<file path="src/rtl/flash_guard_pkg.sv">
package flash_guard_pkg;

  typedef enum logic [1:0] {
    A_CTRL  = 2'd0,
    A_MASKA = 2'd1,
    A_MASKB = 2'd2,
    A_NONE  = 2'd3
  } reg_addr_e;

  localparam int CB_WEN = 0;
  localparam int CB_PRQ = 1;
  localparam int CB_ERQ = 2;
  localparam int CB_PVR = 3;
  localparam int CB_EVR = 4;
  localparam int CB_ERR = 7;

  typedef struct packed {
    logic ev_req;
    logic pv_req;
    logic er_req;
    logic pr_req;
    logic wen;
  } ctrl_t;

endpackage

</file>
<file path="src/rtl/flash_guard_regs.sv">
module flash_guard_regs
  import flash_guard_pkg::*;
#(
  parameter int DW   = 8,
  parameter int NBLK = 8
) (
  input  logic            clk,
  input  logic            rst_n,
  input  logic            wr_i,
  input  logic [1:0]      addr_i,
  input  logic [DW-1:0]   wdata_i,
  input  logic            err_i,
  output ctrl_t           ctrl_o,
  output logic [NBLK-1:0] mask_a_o,
  output logic [NBLK-1:0] mask_b_o,
  output logic [DW-1:0]   rdata_o
);

  ctrl_t           ctrl_q, ctrl_d;
  logic [NBLK-1:0] ma_q, ma_d, mb_q, mb_d;
  logic            ctrl_ld, ma_ld, mb_ld;

  assign ctrl_ld = wr_i && (addr_i == A_CTRL);
  assign ma_ld   = wr_i && (addr_i == A_MASKA);
  assign mb_ld   = wr_i && (addr_i == A_MASKB);

  // next-state: error bit of the write data is dropped here
  always_comb begin
    ctrl_d.wen    = wdata_i[CB_WEN];
    ctrl_d.pr_req = wdata_i[CB_PRQ];
    ctrl_d.er_req = wdata_i[CB_ERQ];
    ctrl_d.pv_req = wdata_i[CB_PVR];
    ctrl_d.ev_req = wdata_i[CB_EVR];
    ma_d          = wdata_i[NBLK-1:0];
    mb_d          = wdata_i[NBLK-1:0];
  end

  always_ff @(posedge clk or negedge rst_n) begin
    if (!rst_n) begin
      ctrl_q <= '0;
      ma_q   <= '0;
      mb_q   <= '0;
    end else begin
      if (ctrl_ld) ctrl_q <= ctrl_d;
      if (ma_ld)   ma_q   <= ma_d;
      if (mb_ld)   mb_q   <= mb_d;
    end
  end

  always_comb begin
    rdata_o = '0;
    case (reg_addr_e'(addr_i))
      A_CTRL: begin
        rdata_o[CB_WEN] = ctrl_q.wen;
        rdata_o[CB_PRQ] = ctrl_q.pr_req;
        rdata_o[CB_ERQ] = ctrl_q.er_req;
        rdata_o[CB_PVR] = ctrl_q.pv_req;
        rdata_o[CB_EVR] = ctrl_q.ev_req;
        rdata_o[CB_ERR] = err_i;
      end
      A_MASKA: rdata_o = DW'(ma_q);
      A_MASKB: rdata_o = DW'(mb_q);
      default: rdata_o = '0;
    endcase
  end

  assign ctrl_o   = ctrl_q;
  assign mask_a_o = ma_q;
  assign mask_b_o = mb_q;

  // register contents change only through a write to their address
  p_ctrl_hold_r11: assert property (@(posedge clk) disable iff (!rst_n)
    !ctrl_ld |=> $stable(ctrl_q));
  p_mask_hold_r7: assert property (@(posedge clk) disable iff (!rst_n)
    (!ma_ld && !mb_ld) |=> ($stable(ma_q) && $stable(mb_q)));

endmodule

</file>
<file path="src/rtl/flash_guard_err.sv">
module flash_guard_err #(
  parameter int AW         = 16,
  parameter int FLASH_BASE = 'h1000,
  parameter int FLASH_SIZE = 'h8000
) (
  input  logic          clk,
  input  logic          rst_n,
  input  logic          rd_valid_i,
  input  logic [AW-1:0] rd_addr_i,
  input  logic          op_active_i,
  output logic          hit_o,
  output logic          err_o
);

  localparam logic [AW:0] WIN_LO = FLASH_BASE[AW:0];
  localparam logic [AW:0] WIN_HI = WIN_LO + FLASH_SIZE[AW:0];

  logic in_win;
  logic err_q, err_d;

  assign in_win = ({1'b0, rd_addr_i} >= WIN_LO) && ({1'b0, rd_addr_i} < WIN_HI);
  assign hit_o  = rd_valid_i && in_win && op_active_i && !err_q;

  always_comb begin
    err_d = err_q | hit_o;
  end

  always_ff @(posedge clk or negedge rst_n) begin
    if (!rst_n) err_q <= 1'b0;
    else        err_q <= err_d;
  end

  assign err_o = err_q;

  // once set, the flag stays until reset
  p_err_sticky_r8: assert property (@(posedge clk) disable iff (!rst_n)
    err_q |=> err_q);
  // the flag only rises after a read during an active operation
  p_err_cause_r6: assert property (@(posedge clk) disable iff (!rst_n)
    $rose(err_q) |-> $past(rd_valid_i && op_active_i));

endmodule

</file>
<file path="src/rtl/flash_guard_mode.sv">
module flash_guard_mode
  import flash_guard_pkg::*;
#(
  parameter int NBLK = 8
) (
  input  logic            clk,
  input  logic            rst_n,
  input  ctrl_t           ctrl_i,
  input  logic            emu_i,
  input  logic            err_i,
  input  logic            hit_i,
  input  logic [NBLK-1:0] mask_a_i,
  input  logic [NBLK-1:0] mask_b_i,
  output logic            op_active_o,
  output logic            prog_o,
  output logic            erase_o,
  output logic            pv_o,
  output logic            ev_o,
  output logic [NBLK-1:0] blk_en_o
);

  logic prog_q, erase_q, pv_q, ev_q;
  logic prog_d, erase_d, pv_d, ev_d;
  logic pe_allowed;

  // all three software locks plus the error lock
  assign pe_allowed = ctrl_i.wen && !emu_i && !err_i && !hit_i;

  always_comb begin
    prog_d  = pe_allowed && ctrl_i.pr_req && !ctrl_i.er_req;
    erase_d = pe_allowed && ctrl_i.er_req && !ctrl_i.pr_req;
    pv_d    = ctrl_i.wen && ctrl_i.pv_req && !ctrl_i.ev_req && !prog_d && !erase_d;
    ev_d    = ctrl_i.wen && ctrl_i.ev_req && !ctrl_i.pv_req && !prog_d && !erase_d;
  end

  always_ff @(posedge clk or negedge rst_n) begin
    if (!rst_n) begin
      prog_q  <= 1'b0;
      erase_q <= 1'b0;
      pv_q    <= 1'b0;
      ev_q    <= 1'b0;
    end else begin
      prog_q  <= prog_d;
      erase_q <= erase_d;
      pv_q    <= pv_d;
      ev_q    <= ev_d;
    end
  end

  assign op_active_o = prog_q || erase_q;
  assign prog_o      = prog_q && !hit_i;
  assign erase_o     = erase_q && !hit_i;
  assign pv_o        = pv_q;
  assign ev_o        = ev_q;

  for (genvar b = 0; b < NBLK; b++) begin : g_blk
    assign blk_en_o[b] = mask_a_i[b] && mask_b_i[b] && erase_o;
  end

  p_wen_gate_r1: assert property (@(posedge clk) disable iff (!rst_n)
    ($rose(prog_q) || $rose(erase_q)) |-> $past(ctrl_i.wen));
  p_emu_gate_r2: assert property (@(posedge clk) disable iff (!rst_n)
    ($rose(prog_q) || $rose(erase_q)) |-> !$past(emu_i));
  p_exclusive_r3: assert property (@(posedge clk) disable iff (!rst_n)
    $onehot0({prog_q, erase_q, pv_q, ev_q}));
  p_no_op_in_err_r9: assert property (@(posedge clk) disable iff (!rst_n)
    err_i |-> (!prog_q && !erase_q));

endmodule

</file>
<file path="src/rtl/flash_guard.sv">
module flash_guard
  import flash_guard_pkg::*;
#(
  parameter int DW         = 8,
  parameter int AW         = 16,
  parameter int NBLK       = 8,
  parameter int FLASH_BASE = 'h1000,
  parameter int FLASH_SIZE = 'h8000
) (
  input  logic            clk,
  input  logic            rst_n,
  input  logic            reg_wr,
  input  logic [1:0]      reg_addr,
  input  logic [DW-1:0]   reg_wdata,
  output logic [DW-1:0]   reg_rdata,
  input  logic            emu_sel,
  input  logic            bus_rd_valid,
  input  logic [AW-1:0]   bus_rd_addr,
  output logic            prog_mode_o,
  output logic            erase_mode_o,
  output logic            pverify_o,
  output logic            everify_o,
  output logic [NBLK-1:0] blk_erase_en_o,
  output logic            err_o
);

  ctrl_t           ctrl;
  logic [NBLK-1:0] mask_a, mask_b;
  logic            err, hit, op_active;

  flash_guard_regs #(.DW(DW), .NBLK(NBLK)) regs_i (
    .clk(clk), .rst_n(rst_n), .wr_i(reg_wr), .addr_i(reg_addr),
    .wdata_i(reg_wdata), .err_i(err), .ctrl_o(ctrl),
    .mask_a_o(mask_a), .mask_b_o(mask_b), .rdata_o(reg_rdata)
  );

  flash_guard_err #(.AW(AW), .FLASH_BASE(FLASH_BASE), .FLASH_SIZE(FLASH_SIZE)) err_i (
    .clk(clk), .rst_n(rst_n), .rd_valid_i(bus_rd_valid), .rd_addr_i(bus_rd_addr),
    .op_active_i(op_active), .hit_o(hit), .err_o(err)
  );

  flash_guard_mode #(.NBLK(NBLK)) mode_i (
    .clk(clk), .rst_n(rst_n), .ctrl_i(ctrl), .emu_i(emu_sel), .err_i(err),
    .hit_i(hit), .mask_a_i(mask_a), .mask_b_i(mask_b), .op_active_o(op_active),
    .prog_o(prog_mode_o), .erase_o(erase_mode_o), .pv_o(pverify_o),
    .ev_o(everify_o), .blk_en_o(blk_erase_en_o)
  );

  assign err_o = err;

  p_erase_en_mode_r5: assert property (@(posedge clk) disable iff (!rst_n)
    (|blk_erase_en_o) |-> erase_mode_o);
  p_abort_now_r7: assert property (@(posedge clk) disable iff (!rst_n)
    hit |-> (!prog_mode_o && !erase_mode_o && !(|blk_erase_en_o)));

endmodule

</file>
<file path="config.mk">
export PLATFORM = sky130hd
export DESIGN_NAME = flash_guard
export DESIGN_NICKNAME = d
export VERILOG_FILES = /design/src/rtl/flash_guard_pkg.sv /design/src/rtl/flash_guard_regs.sv /design/src/rtl/flash_guard_err.sv /design/src/rtl/flash_guard_mode.sv /design/src/rtl/flash_guard.sv
export SDC_FILE = /design/constraint.sdc
export NUM_CORES = 1
export LEC_CHECK = 0
export BUFFER_PORTS_ARGS = -buffer_cell sky130_fd_sc_hd__buf_2
export CAP_MARGIN = 20
export CORE_MARGIN = 10
export CORE_UTILIZATION = 50
export DETAILED_ROUTE_END_ITERATION = 7
export PLACE_DENSITY = 0.83
export SLEW_MARGIN = 20
export SYNTH_ARGS = -nofsm -noshare
export SYNTH_HDL_FRONTEND = slang
export SYNTH_HIERARCHICAL = 1
export SYNTH_SLANG_ARGS = --single-unit
</file>
<file path="constraint.sdc">
create_clock -name clk -period 4 [get_ports clk]
set_clock_uncertainty 0.15 [all_clocks]
set_input_delay 0.2 -clock clk [delete_from_list [all_inputs] [get_ports clk]]
set_output_delay 0.2 -clock clk [all_outputs]
set_load 0.005 [all_outputs]
</file>
Word-level counts from Yosys, hierarchy flattened. Index checks and enable logic that the tools add are counted.

Bits of input ports: 31. Memory bits (read-only): 0. Memories: 0. Word-level logic and storage cells: 71. Bits in latches: 0. Register bits: 26. Memory bits (writable): 0. Output and inout port bits: 21.

Equal/unequal tests: 2. $lt $le $gt $ge: 2. Shift operators: 0. Multiplexer cells: 3. Div/mod/pow operators: 0. Bitwise operators: 1. $mul: 0. Add/sub/neg operators: 0. Reduce and logical (&&, ||, !) cells: 51.

Operators by type and width (number): $logic_and A1 B1 Y1 (40); $ge A16 B13 Y1 const B (1); $lt A16 B16 Y1 const B (1); $pmux W5 S3 (1); $logic_not A1 Y1 (9); $pmux W2 S2 (1); $pmux W1 S3 (1); $eq A2 B1 Y1 const B (1); $eq A2 B2 Y1 const B (1); $logic_not A2 Y1 (1); $logic_or A1 B1 Y1 (1); $or A1 B1 Y1 (1).

Longest topological paths before layout. Gate-level depths: netlist of run 1.

Depth after elaboration: 12. Mapped depth: 6. Gate-level depth less buffers: 5.

By module. Netlist of run 1, hierarchy kept.

Modules (own cells, without submodules): flash_guard_regs (area each 963.4 um^2, cells an instance 69, seq. area each 525.5 um^2, instances 1); flash_guard_mode (area each 240.2 um^2, cells an instance 24, seq. area each 100.1 um^2, instances 1); flash_guard_err (area each 61.3 um^2, cells an instance 7, seq. area each 25.0 um^2, instances 1).

Worst setup path after synthesis of run 1. No wires, ideal clock.

Kind: reg-to-output. From: reg mode_i.erase_q. To: out blk_erase_en_o[0]. Data arrival time: 1.293 ns. Data required time: 3.650 ns. Path buffers: 1. Path slack: 2.357 ns. Cell stages (with the launch flop): 7. Cell sequence: dfrtp_1 > or2_2 > nand2_1 > nor4_1 > nor2b_1 > buf_4 > and3_1.

Word-level cells in the longest chain between the ends: 6.

RTL lines: start: declaration (line flash_guard_mode.sv:22) `logic prog_q, erase_q, pv_q, ev_q;`; start signal: assignment (line flash_guard_mode.sv:44) `erase_q <= erase_d;`; $logic_or A1 B1 Y1 (line flash_guard_mode.sv:50) `assign op_active_o = prog_q || erase_q;`; named net op_active (line flash_guard.sv:29) `logic err, hit, op_active;`; $logic_and A1 B1 Y1 (2 in a row) (line flash_guard_err.sv:22) `assign hit_o = rd_valid_i && in_win && op_active_i && !err_q;`; named net hit (line flash_guard.sv:29); $logic_not A1 Y1 (line flash_guard_mode.sv:52) `assign erase_o = erase_q && !hit_i;`; $logic_and A1 B1 Y1 (line flash_guard_mode.sv:52); named net erase_mode_o (line flash_guard.sv:20) `output logic erase_mode_o,`; $logic_and A1 B1 Y1 (line flash_guard_mode.sv:57) `assign blk_en_o[b] = mask_a_i[b] && mask_b_i[b] && erase_o;`; end: declaration (line flash_guard.sv:23) `output logic [NBLK-1:0] blk_erase_en_o,`.

The timed path passes the listed nets, and every way through them passes these cells.

Worst setup path in the final report of run 1.
From: reg mode_i.erase_q. To: out blk_erase_en_o[5].

Word-level cells in the longest chain between the ends: 6.

RTL lines (line): $logic_or A1 B1 Y1 (flash_guard_mode.sv:50); named net op_active (flash_guard.sv:29); $logic_and A1 B1 Y1 (2 in a row) (flash_guard_err.sv:22); named net hit (flash_guard.sv:29); $logic_not A1 Y1 (flash_guard_mode.sv:52); $logic_and A1 B1 Y1 (flash_guard_mode.sv:52); $logic_and A1 B1 Y1 (flash_guard_mode.sv:57).

The timed path passes the listed nets, and every way through them passes these cells.

==> summary.md, run 1 <==
| Metric | Value |
|---|---|
| Status | finished clean |
| Distinct cell type count after synthesis | 21 |
| Cts bufs inserted | 3 |
| Die Span X | 70.30 um |
| Port bufs | 39 |
| Worst Path Buf+Inv | 1 |
| Yosys warnings | 6 |
| ANT nets after route | 0 |
| Sw Share | 0.2722 |
| RSZ-0062 raised after global routing | false |
| Peak VDD IR | 0.2864 mV |
| Layout Nets | 185 |
| Worst endpoint data arrival time | 2.10 ns |
| Period minus WS final | 2.452 ns |
| Pwr/cell area | 368.5 nW/um2 |
| Largest net degree at the start of global routing | 27 |
| Dpl hpwl | 2359 um |
| Final hold violations | 0 |
| Commonest non-fill, non-tap cells in the layout | buf_2 (39), dfrtp_1 (26), mux2_2 (21) |
| Met1 WL | 1229 um |
| Setup TNS | 0 ns |
| Slowest cell delay on critical path | 0.56 ns |
| Reg power frac | 0.578 |
| Slew at the pin closest to its max-slew limit | 0.6700 ns |
| P_sw | 0.1607 mW |
| Clock tree buffer depth | 2 |
| CTS tree | built |
| GPL Wtd Cong | 0.8072 |
| Routed wire length per instance | 17.96 um |
| P_int | 0.4295 mW |
| Setup Slack @ Placement | 1.861 ns |
| Synth-to-Final Area Change | 26.61% |
| #FFs+latches synth | 26 |
| Crit path launch type | register |
| Async SR Flop Fraction | 1.000 |
| Worst Hold Class | input port to register |
| Headroom to the max-slew limit | 0.5524 |
| Worst-path fanout max | 9 |
| Setup bufs post-CTS | 0 |
| Core footprint | 2455 um2 |
| Post-synth EDFFs | 0 |
| Combinational Power Share | 0.198 |
| Register area share after synthesis | 0.5143 |
| Vias in the first global route | 1070 |
| DR iter-0 viols | 70 |
| Met2 wire len | 1777 um |
| CP Cell Sequence | or2_2 -> nand2_1 -> nor4_1 -> nor2b_1 -> and3_1 -> buf_2 |
| # Max-Cap Violations | 0 |
| Syn Area/Cell | 12.65 um2 |
| Overflow after GRT | 0 |
| Via count | 1011 |
| Synth Instances | 100 |
| Initial core utilization | 0.5153 |
| Num rows | 18 |
| Most common cell after layout, fill and taps aside | buf_2 |
| Critical path class | register to primary output |
| Clk Latency, worst-skew pair | 0.32 ns |
| Slowest-stage cell, CP | nor2b_1 |
| Dominant synthesized flop cell | dfrtp_1 |
| Via/cell ratio | 5.648 |
| Die Ht | 70.30 um |
| Full die area | 4942 um2 |
| CTS clk-pin slew, worst paths | 0.14 ns |
| CTS HTree Levels | 1 |
| Final setup margin | 1.548 ns |
| Root Driver | clkbuf_4 |
| Drt first pass iters | 4 |
| Post-synthesis cell area | 1265 um2 |
| Number of remaining DRC errors | 0 |
| Worst EP required | 3.65 ns |
| Initial antenna violation count | 0 |
| CP endpoint kind | primary output |
| Final Max Slew Viols | 0 |
| Synthesized Nets | 135 |
| First-pass GRT wire length | 5188 um |
| Routed WL | 3214 um |
| Met3 WL | 193 um |
| # IOs | 52 |
| LEAKAGE | 0.8240 nW |
| Fmax | 407.9 MHz |
| Inserted Diodes | 0 |
| Num Clock Sinks | 26 |
| Count of final setup violators | 0 |
| CP delay by family, top | simple AND/OR/NAND/NOR gates |
| GRT Util Overall | 0.1274 |
| Clock network fraction of total power | 0.224 |
| DR top layer | met4 |
| Layout cell share with drive strength beyond 1 | 0.4698 |
| Fin crit share | 0.6129 |
-- registers in the layout (all words and copies together), names as in the netlist --
name,count
err_i/err_o,1
mode_i/erase_q,1
mode_i/ev_o,1
mode_i/prog_q,1
mode_i/pv_o,1
regs_i/ctrl_o,5
regs_i/mask_a_o,8
regs_i/mask_b_o,8
-- power by group through the flow --
stage | Clock (mW) | Combinational, mW | Sequential (mW)
2_1_floorplan | 0 | 0.0707 | 0.334
3_3_place_gp | 0 | 0.106 | 0.340
3_5_place_dp | 0 | 0.111 | 0.345
4_1_cts | 0.134 | 0.118 | 0.340
5_1_grt | 0.146 | 0.129 | 0.348
6_report | 0.132 | 0.117 | 0.341
-- cells in the mapped netlist (3+ instances only) --
master    number  area [um2]
a222oi_1       6       60.06
and3_1         8       50.05
buf_4          3       22.52
dfrtp_1       26       650.6
ha_1           4       50.05
inv_1          3       11.26
mux2_2        21       236.5
nand2_1        3       11.26
nand2_2        3       18.77
nor2_1         6       22.52
nor2b_1        3       18.77
-- per-stage QoR --
step	cell area [um2]	utilization	instances	hold WS [ns]	total power [mW]
6_report	1602	0.6524	179	0.01297	0.5902
5_1_grt	1602	0.6524	179	0.01114	0.6227
4_1_cts	1602	0.6524	179	0.008897	0.5927
3_5_place_dp	1475	0.6009	166	0.07859	0.4559
3_3_place_gp	1475	0.6009	166	0.07617	0.4461
2_1_floorplan	1265	-	100	-0.2456	0.4049
-- final timing paths --
kind | start | endpoint | slack, ns | cells past startpoint
min in group asynchronous | rst_n | regs_i/mask_a_o[6] | 0.24 | 2
max reg2reg | mode_i/erase_q | mode_i/pv_o | 2.31 | 5
min reg2reg | regs_i/ctrl_o[4] | mode_i/pv_o | 0.34 | 1
max | mode_i/erase_q | blk_erase_en_o[5] | 1.55 | 6
min | bus_rd_valid | err_i/err_o | 0.01 | 3
max in group asynchronous | rst_n | regs_i/ctrl_o[3] | 3.08 | 2
-- repair_timing --
item	CTS	global route
hold endpoints to repair	47	0
endpoints found under the setup margin	0	0
hold buffers	9	0
gates resized for setup	0	0
-- worst register-to-register path, cell delays in order (launching register included) --
cell and delay, ns:
dfrtp_1 0.36, or2_2 0.10, nand2_1 0.07, nor4_1 0.53, nor3_2 0.15, a211oi_1 0.25
-- kinds of logic (layout without fill, tap and decap cells) --
group | count (synthesis) | in the layout | synth area share
DFF | 26 | 26 | 0.5143
and+or+nand+nor | 30 | 30 | 0.1415
xor gates and xnor gates | 1 | 1 | 0.006925
buffers and inverters | 6 | 55 | 0.02670
muxes | 21 | 21 | 0.1869
adders and majority gates | 4 | 4 | 0.03957
AOI/OAI and AO/OA | 12 | 12 | 0.08407
-- final cells by class --
| class | count | area, um2 |
|---|---|---|
| Timing Repair Buffer | 48 | 285.3 |
| Clock buffer | 4 | 36.28 |
| Multi-Input combinational cell | 68 | 580.6 |
| Sequential cell | 26 | 650.6 |
| Tap cell | 30 | 37.54 |
| Inverter | 3 | 11.26 |
| Fill cell | 197 | 853.3 |
-- layer usage --
metal  track usage  vias up
met1        0.1369      508
li1              -      474
met4       0.03289        0
met2        0.2335       27
met5             0        -
met3       0.03814        2
Note: power is estimated with default switching activity, not from simulation.
==> inputs of run 2 (changes only) <==
--- a/config.mk
+++ b/config.mk
@@ -8,9 +8,9 @@
 export BUFFER_PORTS_ARGS = -buffer_cell sky130_fd_sc_hd__buf_2
 export CAP_MARGIN = 20
 export CORE_MARGIN = 10
-export CORE_UTILIZATION = 50
+export CORE_UTILIZATION = 42
 export DETAILED_ROUTE_END_ITERATION = 7
-export PLACE_DENSITY = 0.83
+export PLACE_DENSITY = 0.74
 export SLEW_MARGIN = 20
 export SYNTH_ARGS = -nofsm -noshare
 export SYNTH_HDL_FRONTEND = slang
==> constraint.sdc (replaced) <==
create_clock -name clk -period 2.18 [get_ports clk]
set_clock_uncertainty 0.15 [all_clocks]
set_input_delay 0.109 -clock clk [delete_from_list [all_inputs] [get_ports clk]]
set_output_delay 0.109 -clock clk [all_outputs]
set_load 0.005 [all_outputs]
==> summary.md, run 2 (synthesis gave the netlist of run 1 again) <==
| Metric | Value |
|---|---|
| Period minus WS final | 2.041 ns |
| Drt first pass iters | 4 (unchanged) |
| Number of remaining DRC errors | 0 (unchanged) |
| Vias in the first global route | 1063 (was 1070) |
| Setup TNS | 0 ns (unchanged) |
| Clock tree buffer depth | 2 (unchanged) |
| Headroom to the max-slew limit | 0.6092 (was 0.5524) |
| Worst Hold Class | input port to register (unchanged) |
| Layout Nets | 190 (was 185) |
| Clk Latency, worst-skew pair | 0.31 ns (was 0.32 ns) |
| Status | finished clean (unchanged) |
| Final Max Slew Viols | 0 (unchanged) |
| CTS tree | built (unchanged) |
| Met1 WL | 1294 um (was 1229 um) |
| Inserted Diodes | 0 (unchanged) |
| Count of final setup violators | 0 (unchanged) |
| Crit path launch type | register (unchanged) |
| Cts bufs inserted | 3 (unchanged) |
| R2R depth | 6 (was 5) |
| Layout cell share with drive strength beyond 1 | 0.4805 (was 0.4698) |
| Worst endpoint data arrival time | 1.78 ns (was 2.10 ns) |
| Port bufs | 39 (unchanged) |
| Fin crit share | 0.9363 |
| Dpl hpwl | 2337 um (was 2359 um) |
| DR top layer | met4 (unchanged) |
| Hold Path Cell Cnt | 3 (unchanged) |
| Hold WS | 0.09637 ns (was 0.01297 ns) |
| Overflow after GRT | 0 (unchanged) |
| Root Driver | clkbuf_4 (unchanged) |
| Final hold violations | 0 (unchanged) |
| CTS clk-pin slew, worst paths | 0.14 ns (about the same) |
| Die Span X | 74.88 um (was 70.30 um) |
| R2R Path End | mode_i/prog_q (was mode_i/pv_o) |
| ANT nets after route | 0 (unchanged) |
| Sw Share | 0.2513 (was 0.2722) |
| Peak VDD IR | 0.4138 mV (was 0.2864 mV) |
| Worst setup path endpoint | blk_erase_en_o[4] (was blk_erase_en_o[5]) |
| DR iter-0 viols | 61 (was 70) |
| Via/cell ratio | 5.503 (was 5.648) |
| Synth-to-Final Area Change | 32.24% (was 26.61%) |
| Fmax | 489.9 MHz |
| First-pass GRT wire length | 5064 um (was 5188 um) |
| Slowest cell delay on critical path | 0.37 ns (was 0.56 ns) |
| R2R setup slack | 0.49 ns (was 2.31 ns) |
| FILL cells | 243 (was 197) |
| Clock network fraction of total power | 0.278 (was 0.224) |
| Initial core utilization | 0.4471 (was 0.5153) |
| CP Cell Sequence | or2_2 -> nand2_1 -> nor4_2 -> nor2b_2 -> buf_4 -> and3_1 -> buf_2 (was or2_2 -> nand2_1 -> nor4_1 -> nor2b_1 -> and3_1 -> buf_2) |
| Fin util | 0.5913 (was 0.6524) |
| Via count | 1018 (was 1011) |
| CTS HTree Levels | 1 (unchanged) |
| Most common cell after layout, fill and taps aside | buf_2 (unchanged) |
| CP endpoint kind | primary output (unchanged) |
| Combinational Power Share | 0.188 (was 0.198) |
| Core footprint | 2829 um2 (was 2455 um2) |
| Final non-filler cell total | 185 (was 179) |
| RSZ-0062 raised after global routing | false (unchanged) |
| Pwr/cell area | 697.8 nW/um2 (was 368.5 nW/um2) |
| P_int | 0.8740 mW (was 0.4295 mW) |
| Met2 wire len | 1766 um (was 1777 um) |
| Slew at the pin closest to its max-slew limit | 0.5862 ns (was 0.6700 ns) |
| GPL Wtd Cong | 0.7632 (was 0.8072) |
| CP delay by family, top | simple AND/OR/NAND/NOR gates (unchanged) |
| Worst Path Buf+Inv | 2 (was 1) |
| # Max-Cap Violations | 0 (unchanged) |
| Commonest non-fill, non-tap cells in the layout | buf_2 (39), dfrtp_1 (26), mux2_2 (21) (unchanged) |
| Slowest-stage cell, CP | nor4_2 (was nor2b_1) |
| Num Clock Sinks | 26 (unchanged) |
| LEAKAGE | 0.8515 nW (was 0.8240 nW) |
| Met3 WL | 153 um (was 193 um) |
| Dpl cells | 168 (was 166) |
| CP startpoint | mode_i/erase_q (unchanged) |
| Worst-path fanout max | 9 (unchanged) |
| Num rows | 19 (was 18) |
| GRT Util Overall | 0.1172 (was 0.1274) |
| Initial antenna violation count | 0 (unchanged) |
| Critical path class | register to primary output (unchanged) |
| Routed WL | 3270 um (was 3214 um) |
| Reg2reg start | mode_i/erase_q (unchanged) |
| Worst path depth | 7 (was 6) |
| Worst EP required | 1.92 ns (was 3.65 ns) |
| Routed wire length per instance | 17.68 um (was 17.96 um) |
| P_sw | 0.2933 mW (was 0.1607 mW) |
| Reg power frac | 0.534 (was 0.578) |
| Die Ht | 74.88 um (was 70.30 um) |
| # IOs | 52 (unchanged) |
| Full die area | 5607 um2 (was 4942 um2) |
| Largest net degree at the start of global routing | 27 (unchanged) |
[run 2: worst min path at each step]
stage | to | slack, ns | start
after CTS | regs_i/ctrl_o[1] | 0.08 | reg_wr
after detailed placement | regs_i/ctrl_o[0] | -0.01 | rst_n
after floorplan | err_i/err_o | -0.34 | rst_n
after global placement | mode_i/pv_o | -0.02 | rst_n
after global routing | regs_i/ctrl_o[1] | 0.08 | reg_wr
final | regs_i/ctrl_o[1] | 0.1 | reg_wr
[run 2: per-layer routing]
| layer | vias to the layer above | GRT usage |
|---|---|---|
| li1 | 483 | - |
| met1 | 506 | 0.1255 |
| met2 | 25 | 0.2190 |
| met3 | 4 | 0.02102 |
| met4 | 0 | 0.05042 |
| met5 | - | 0 |
[run 2: power groups by stage]
stage	Combinational (mW)	Sequential [mW]	Clock (mW)
final	0.219	0.623	0.325
after global routing	0.241	0.635	0.352
after floorplan	0.130	0.613	0
after CTS	0.220	0.622	0.334
after detailed placement	0.204	0.631	0
after global placement	0.196	0.624	0
[run 2: timing repair]
item | in CTS | in global routing
buffers inserted | 0 | 1
endpoints found under the hold margin | 50 | 0
setup endpoints to repair | 8 | 7
gates resized for setup | 1 | 1
hold buffers | 12 | 0
[run 2: final cells by class]
cell class	count	area, um2	area share
timing repair buffer	53	330.3	0.1975
clock buffer	3	22.52	0.01346
clock inverter	1	30.03	0.01795
sequential	26	650.6	0.3889
multi-input combinational	68	589.3	0.3523
inverter	3	11.26	0.006732
tap	31	38.79	0.02319
[run 2: stage by stage]
step | cell area, um2 | power [mW] | setup WS, ns
6_report | 1673 | 1.167 | 0.1388
5_1_grt | 1673 | 1.227 | 0.03984
4_1_cts | 1659 | 1.176 | 0.07409
3_5_place_dp | 1484 | 0.8346 | 0.2482
3_3_place_gp | 1484 | 0.8200 | 0.2380
2_1_floorplan | 1265 | 0.7430 | 0.6280
[run 2: worst reg2reg max path, stage by stage (launching register included)]
cell	delay, ns
dfrtp_1	0.40
or2_2	0.29
nand2_1	0.10
nor4_2	0.07
buf_4	0.16
nor3_2	0.24
and4b_1	0.23
==> inputs of run 3 (changes only) <==
--- a/config.mk
+++ b/config.mk
@@ -11,6 +11,7 @@
 export CORE_UTILIZATION = 42
 export DETAILED_ROUTE_END_ITERATION = 7
 export PLACE_DENSITY = 0.74
+export REMOVE_ABC_BUFFERS = 1
 export SLEW_MARGIN = 20
 export SYNTH_ARGS = -nofsm -noshare
 export SYNTH_HDL_FRONTEND = slang
==> summary.md, run 3 (synthesis gave the netlist of run 1 again) <==
| Metric | Value |
|---|---|
| Worst-path fanout max | 5 (was 9) |
| # IOs | 52 (unchanged) |
| Cts bufs inserted | 3 (unchanged) |
| Vias in the first global route | 1060 (was 1063) |
| CTS tree | built (unchanged) |
| Num Clock Sinks | 26 (unchanged) |
| First-pass GRT wire length | 5064 um (unchanged) |
| Synth-to-Final Area Change | 32.74% (was 32.24%) |
| Final non-filler cell total | 185 (unchanged) |
| Dpl hpwl | 2405 um (was 2337 um) |
| Worst Hold Class | input port to register (unchanged) |
| Overflow after GRT | 0 (unchanged) |
| Most common cell after layout, fill and taps aside | buf_2 (unchanged) |
| Port bufs | 39 (unchanged) |
| LEAKAGE | 0.8531 nW (was 0.8515 nW) |
| Drt first pass iters | 4 (unchanged) |
| Period minus WS final | 2.090 ns (was 2.041 ns) |
| Final Max Slew Viols | 0 (unchanged) |
| Fmax | 478.4 MHz (was 489.9 MHz) |
| Via/cell ratio | 5.449 (was 5.503) |
| Initial core utilization | 0.4471 (unchanged) |
| Die Ht | 74.88 um (unchanged) |
| Hold Crit Start | reg_wr (unchanged) |
| DR iter-0 viols | 81 (was 61) |
| Slew at the pin closest to its max-slew limit | 0.6501 ns (was 0.5862 ns) |
| Layout cell share with drive strength beyond 1 | 0.4805 (unchanged) |
| Setup bufs post-CTS | 0 (unchanged) |
| Count of final setup violators | 0 (unchanged) |
| Hold WS | 0.1188 ns (was 0.09637 ns) |
| R2R setup slack | 0.48 ns (was 0.49 ns) |
| Num rows | 19 (unchanged) |
| R2R Path End | err_i/err_o (was mode_i/prog_q) |
| Routed WL | 3314 um (was 3270 um) |
| Fin crit share | 0.9588 (was 0.9363) |
| Worst EP required | 1.92 ns (about the same) |
| Final hold violations | 0 (unchanged) |
| Inserted Diodes | 0 (unchanged) |
| CP endpoint kind | primary output (unchanged) |
| Headroom to the max-slew limit | 0.5626 (was 0.6092) |
| Critical path class | register to primary output (unchanged) |
| # Max-Cap Violations | 0 (unchanged) |
| Crit path launch type | register (unchanged) |
| Die Span X | 74.88 um (unchanged) |
| GRT Util Overall | 0.1169 (was 0.1172) |
| Pwr/cell area | 699.3 nW/um2 (was 697.8 nW/um2) |
| Hold Path End | regs_i/ctrl_o[1] (unchanged) |
| Dpl cells | 168 (unchanged) |
| Full die area | 5607 um2 (unchanged) |
| Core footprint | 2829 um2 (unchanged) |
| GPL Wtd Cong | 0.7552 (was 0.7632) |
| R2R depth | 4 (was 6) |
| Routed wire length per instance | 17.91 um (was 17.68 um) |
| Worst endpoint data arrival time | 1.83 ns (was 1.78 ns) |
| Layout Nets | 190 (unchanged) |
| ANT nets after route | 0 (unchanged) |
| Clk Latency, worst-skew pair | 0.32 ns (was 0.31 ns) |
| Initial antenna violation count | 0 (unchanged) |
| Largest net degree at the start of global routing | 27 (unchanged) |
| Commonest non-fill, non-tap cells in the layout | buf_2 (40), dfrtp_1 (26), mux2_2 (21) (was buf_2 (39), dfrtp_1 (26), mux2_2 (21)) |
| CTS clk-pin slew, worst paths | 0.15 ns (was 0.14 ns) |
| Peak VDD IR | 0.4176 mV (was 0.4138 mV) |
| Via count | 1008 (was 1018) |
| Status | finished clean (unchanged) |
| Hold Path Cell Cnt | 3 (unchanged) |
| Number of remaining DRC errors | 0 (unchanged) |
| Reg2reg start | mode_i/erase_q (unchanged) |
| CTS HTree Levels | 1 (unchanged) |
| Clock tree buffer depth | 2 (unchanged) |
| Root Driver | clkbuf_4 (unchanged) |
==> run 3: cell types whose count changed in the layout (fill, tap and decap cells not counted) <==
cell and delta:
nand2_1 -1, buf_4 -1, buf_2 +1, nor2b_1 +1, nor4_2 -1, nor4_4 +1
nor2b_2 -1, nand2_2 +1
==> run 3: worst max-delay path by stage <==
stage / start / end / cells past startpoint
after floorplan: mode_i/erase_q / blk_erase_en_o[0] / 5
after global placement: mode_i/erase_q / blk_erase_en_o[1] / 7
after detailed placement: mode_i/erase_q / blk_erase_en_o[1] / 7
after CTS: mode_i/erase_q / blk_erase_en_o[1] / 7
after global routing: mode_i/erase_q / blk_erase_en_o[4] / 7
final: mode_i/erase_q / blk_erase_en_o[4] / 7
==> run 3: area by class of cell <==
cell class	count	area (um2)
fill	234	1150
sequential	26	650.6
multi-input combinational	68	598.1
timing repair buffer	53	327.8
tap	31	38.79
clock inverter	1	30.03
clock buffer	3	22.52
inverter	3	11.26
==> run 3: repair_timing <==
action                                  CTS  global route
pin swaps                                 0             1
endpoints found under the hold margin    51             0
resized for setup                         1             3
hold buffers                             12             0
gates cloned                              0             1
endpoints found under the setup margin    8             8
==> run 3: metal layers <==
layer | vias to the layer above | wire (um) | GRT usage
met2 | 29 | 1830 | 0.2200
met1 | 492 | 1220 | 0.1269
met5 | - | 0 | 0
li1 | 485 | - | -
met4 | 0 | 25 | 0.04412
met3 | 2 | 238 | 0.01971
==> run 3: report_power, final <==
part	switching [mW]	internal, mW	leakage, nW	total (mW)
combinational	0.0918	0.128	0.513	0.219
clock	0.143	0.186	0.0279	0.329
sequential	0.0649	0.561	0.312	0.626
total	0.300	0.874	0.853	1.17
==> run 3: critical path, cell delays in order, from the launching register on <==
cell,delay (ns)
dfrtp_1,0.41
or2_2,0.30
nand2_2,0.09
nor4_4,0.06
nor2b_1,0.20
buf_4,0.17
and3_1,0.17
buf_2,0.11
==> run 3: metrics by stage <==
step	area [um2]	utilization	power, mW	TNS (ns)	setup slack [ns]
floorplan	1242	-	0.7411	0	0.6187
global placement	1484	0.5245	0.8193	0	0.4074
detailed placement	1484	0.5245	0.8389	0	0.2984
CTS	1663	0.5878	1.183	0	0.04371
global route	1679	0.5935	1.234	-0.05352	-0.01776
finish	1679	0.5935	1.174	0	0.08981
